$ cat config.mk
export PLATFORM = sky130hd
export DESIGN_NAME = sertx_dbuf
export DESIGN_NICKNAME = d
export VERILOG_FILES = /design/src/rtl/sertx_dbuf.sv
export SDC_FILE = /design/constraint.sdc
export NUM_CORES = 1
export LEC_CHECK = 0
export BUFFER_PORTS_ARGS = -buffer_cell sky130_fd_sc_hd__buf_2
export CORE_ASPECT_RATIO = 0.8
export CORE_MARGIN = 4
export CORE_UTILIZATION = 58
export DETAILED_ROUTE_END_ITERATION = 8
export PLACE_DENSITY = 0.86
export SLEW_MARGIN = 10
export SYNTH_ARGS = -nofsm -noshare
export SYNTH_HDL_FRONTEND = slang
export SYNTH_SLANG_ARGS = --single-unit
$ cat constraint.sdc
create_clock -name clk -period 4.1 [get_ports clk]
set_clock_uncertainty 0.2 [all_clocks]
set_input_delay 0.41 -clock clk [delete_from_list [all_inputs] [get_ports clk]]
set_output_delay 0.41 -clock clk [all_outputs]
set_load 0.1 [all_outputs]
$ cat src/rtl/sertx_dbuf.sv
module sertx_dbuf #(
  parameter int DW = 8
) (
  input  logic          clk,
  input  logic          rst_n,
  input  logic          wr_en,
  input  logic [DW-1:0] wr_data,
  input  logic [1:0]    mode,
  input  logic          adr_bit,
  input  logic          tick,
  input  logic          irq_en,
  output logic          txd,
  output logic          sclk,
  output logic          hold_empty,
  output logic          irq
);
  localparam int FW = DW + 3;
  localparam int CW = $clog2(FW + 1);
  localparam logic [CW-1:0] LEN_SYNC = CW'(DW);
  localparam logic [CW-1:0] LEN_PLAIN = CW'(DW + 2);
  localparam logic [CW-1:0] LEN_MARK = CW'(DW + 3);

  logic [DW-1:0] hold_q;
  logic          empty_q;
  logic [FW-1:0] sh_q;
  logic [CW-1:0] left_q;
  logic          txd_q, sclk_q, sync_q;
  logic [FW-1:0] frm;
  logic [CW-1:0] len;

  wire load  = tick && (left_q <= 1) && !empty_q;
  wire shift = tick && (left_q > 1);

  always_comb begin
    if (mode[1]) begin
      frm = {3'b111, hold_q};
      len = LEN_SYNC;
    end else if (mode[0]) begin
      frm = {1'b1, adr_bit, hold_q, 1'b0};
      len = LEN_MARK;
    end else begin
      frm = {2'b11, hold_q, 1'b0};
      len = LEN_PLAIN;
    end
  end

  always_ff @(posedge clk or negedge rst_n) begin
    if (!rst_n) begin
      hold_q  <= '0;
      empty_q <= 1'b1;
      sh_q    <= '1;
      left_q  <= '0;
      txd_q   <= 1'b1;
      sclk_q  <= 1'b1;
      sync_q  <= 1'b0;
    end else begin
      if (wr_en) begin
        hold_q  <= wr_data;
        empty_q <= 1'b0;
      end else if (load) begin
        empty_q <= 1'b1;
      end
      sclk_q <= 1'b1;
      if (load) begin
        sh_q   <= frm;
        left_q <= len;
        txd_q  <= frm[0];
        sync_q <= mode[1];
        if (mode[1]) sclk_q <= 1'b0;
      end else if (shift) begin
        sh_q   <= {1'b1, sh_q[FW-1:1]};
        left_q <= left_q - 1'b1;
        txd_q  <= sh_q[1];
        if (sync_q) sclk_q <= 1'b0;
      end else if (tick) begin
        left_q <= '0;
        txd_q  <= 1'b1;
      end
    end
  end

  assign txd        = txd_q;
  assign sclk       = sclk_q;
  assign hold_empty = empty_q;
  assign irq        = empty_q & irq_en;
endmodule

==> results.toml <==
[grt]
grt_overflow = 0
antenna_found_initial = 0
grt_pass1_vias = 834
grt_max_degree = 26
globalRouteTotalUtil_pct = 17.2
grt_pass1_wl_mm = 3.87

[worst_setup_path]
worstPathMaxFanout = 12
reg2regPathDepth = 7
required_ps = 4170
arrival_ps = 2280
worstSetupPathType = "reg2reg"
crit_path_end_kind = "flip-flop"
critPathLaunchType = "flip-flop"

[timing]
setup-violations-final = 0
timing.final.crit_share_pct = 54.1
fin_crit_ps = 2220
tns_ps = 0
max_freq_mhz = 451
rsz0062_at_grt = "no"
tightest_slew_ps = 694
slew-limit-headroom_pct = 53.7
finalMaxSlewViolations = 0
hold_viol = 0

[die]
die_h_um = 49.0
rows = 14
coreArea_um2 = 1940
ios = 20
initial_core_util_pct = 62.6
die_w_um = 59.2
dieArea_um2 = 2900

[layout]
final_cell_mix = "buf_2, mux2_2, dfrtp_1"
fillCellCount = 150
syn_to_final_growth_pct = 11.4
drive_gt1_share_pct = 45.1
fin_area_um2 = 1360
finalNetCount = 141
layout_commonest_cell = "buf_2"
antenna_cells = 0

[clock_network]
cts_root_buf = "clkbuf_4"
cts_buffers = 3
cts_sinks = 25
cts-resized-gates = 0
clockBufferDepth = 2
cts_tree = "yes"
h-tree-depth = 1
insertion_delay_ps = 320
clk_pin_slew_worst_paths_ps = 140

[route]
first_pass_iters = 6
viasPerCell = 5.83
drc = 0
via_count = 851
ant_nets = 0
wl_mm = 2.18
drt_iter0_drc = 17
route.detailed.wl_per_inst_um = 15.0

[power]
vdd_drop_max_v = 0.000584
power_density_nw_per_um2 = 653
p_leak_nw = 0.590

[yosys]
synth.avg_cell_area_um2 = 11.8
yosys_most_used_dff = "dfrtp_1"
ys_ff_latch = 25
synth_nets = 121
syn-cell-area_um2 = 1220
ys_warn_count = 0
synth_enable_flop_cells = 0
ys_seq_area_share_pct = 52.6
synth_cell_types = 32
synth_async_sr_flop_share_pct = 100
synth_cells = 103

[place]
dpl.hpwl_mm = 1.59
placed_area_um2 = 1320
port_buffers = 19
globalplace.congestion = 0.826

[outcome]
status = "complete, no violations"

[worst_hold_path]
holdPathStages = 2
hold_class = "in2reg"

[job]
cap_violations = 0
[through the flow]
step           total power, mW  utilization, %  hold WS [ps]  cells  worst slack [ps]
5_1_grt                  0.949            69.8          83.9    146              1710
4_1_cts                  0.891            69.8           102    146              1880
3_3_place_gp             0.764            67.8           216    141              2030
2_1_floorplan            0.713               -         -85.6    103              1770
6_report                 0.886            69.8           109    146              1880
3_5_place_dp             0.778            67.8           226    141              1910
[cells by family (layout without fill, tap and decap cells)]
group | Yosys count | after routing | synth area share [%]
AO/OA/AOI/OAI | 26 | 26 | 15.5
adder cells (fa/ha/maj) | 2 | 2 | 2.06
buffers and inverters | 9 | 28 | 3.49
flip-flops | 25 | 25 | 52.6
multiplexers | 16 | 16 | 15.1
AND/OR/NAND/NOR | 25 | 25 | 11.2
[registers in the layout (all words and copies together), names as in the netlist]
register	count
hold_empty	1
hold_q	8
sclk	1
left_q	4
txd	1
sh_q	9
sync_q	1
[worst paths after layout]
check,start,to,slack [ps]
worst max-delay path,left_q[0]$_DFFE_PN0P_,sh_q[9]$_DFFE_PN1P_,1880
worst min-delay path,wr_data[0],hold_q[0]$_DFFE_PN0P_,110
worst max register to register,left_q[0]$_DFFE_PN0P_,sh_q[9]$_DFFE_PN1P_,1880
worst min register to register,txd$_DFFE_PN1P_,txd$_DFFE_PN1P_,300
max in group asynchronous,rst_n,sh_q[7]$_DFFE_PN1P_,2950
min in group asynchronous,rst_n,left_q[2]$_DFFE_PN0P_,380
[where the power goes]
| part | switching (mW) | internal, mW |
|---|---|---|
| sequential | 0.0569 | 0.350 |
| combinational | 0.219 | 0.151 |
| clock | 0.0727 | 0.0365 |
| total | 0.348 | 0.538 |
[metal layers]
layer | routed length [um] | global-route usage [%] | vias to the layer above
met5 | 0 | 0 | -
met4 | 7 | 2.26 | 0
met3 | 169 | 5.82 | 2
met2 | 956 | 25.1 | 37
met1 | 1050 | 25.2 | 392
li1 | - | - | 420
[synth_stat cells, types with 2 or more instances]
cell type  instances  area (um^2)
ha_1               2         25.0
o22ai_1            7         43.8
inv_1              3         11.3
clkbuf_1           4         15.0
dfrtp_1           13          325
nor2_1             6         22.5
nand2_1            6         22.5
nor3_1             2         10.0
mux2_2            15          169
a2bb2oi_1          8         70.1
o31ai_1            2         15.0
nand2b_1           2         12.5
dfstp_2           12          315
a21oi_1            3         15.0
[layout make-up]
class	instances	area, um^2	area share (%)
flip-flops and latches	25	641	47.2
multi-input cells	69	534	39.4
repair buffers	21	113	8.30
well taps	24	30.0	2.21
clock buffers	3	22.5	1.66
inverters	3	11.3	0.830
clock inverters	1	5.00	0.369
[repair_timing]
| action | in CTS | in global routing |
|---|---|---|
| endpoints found under the hold margin | 13 | 0 |
| hold buffers | 1 | 0 |
| buffers inserted | 0 | 0 |
[worst max-delay path, cell delays in order, from the launching register on]
cell and delay, ps:
dfrtp_1 410, inv_1 70, ha_1 210, nor2_1 170, nor3_1 70, buf_4 180
a21oi_1 580, o32a_1 270
Note: power is estimated with default switching activity, not from simulation.
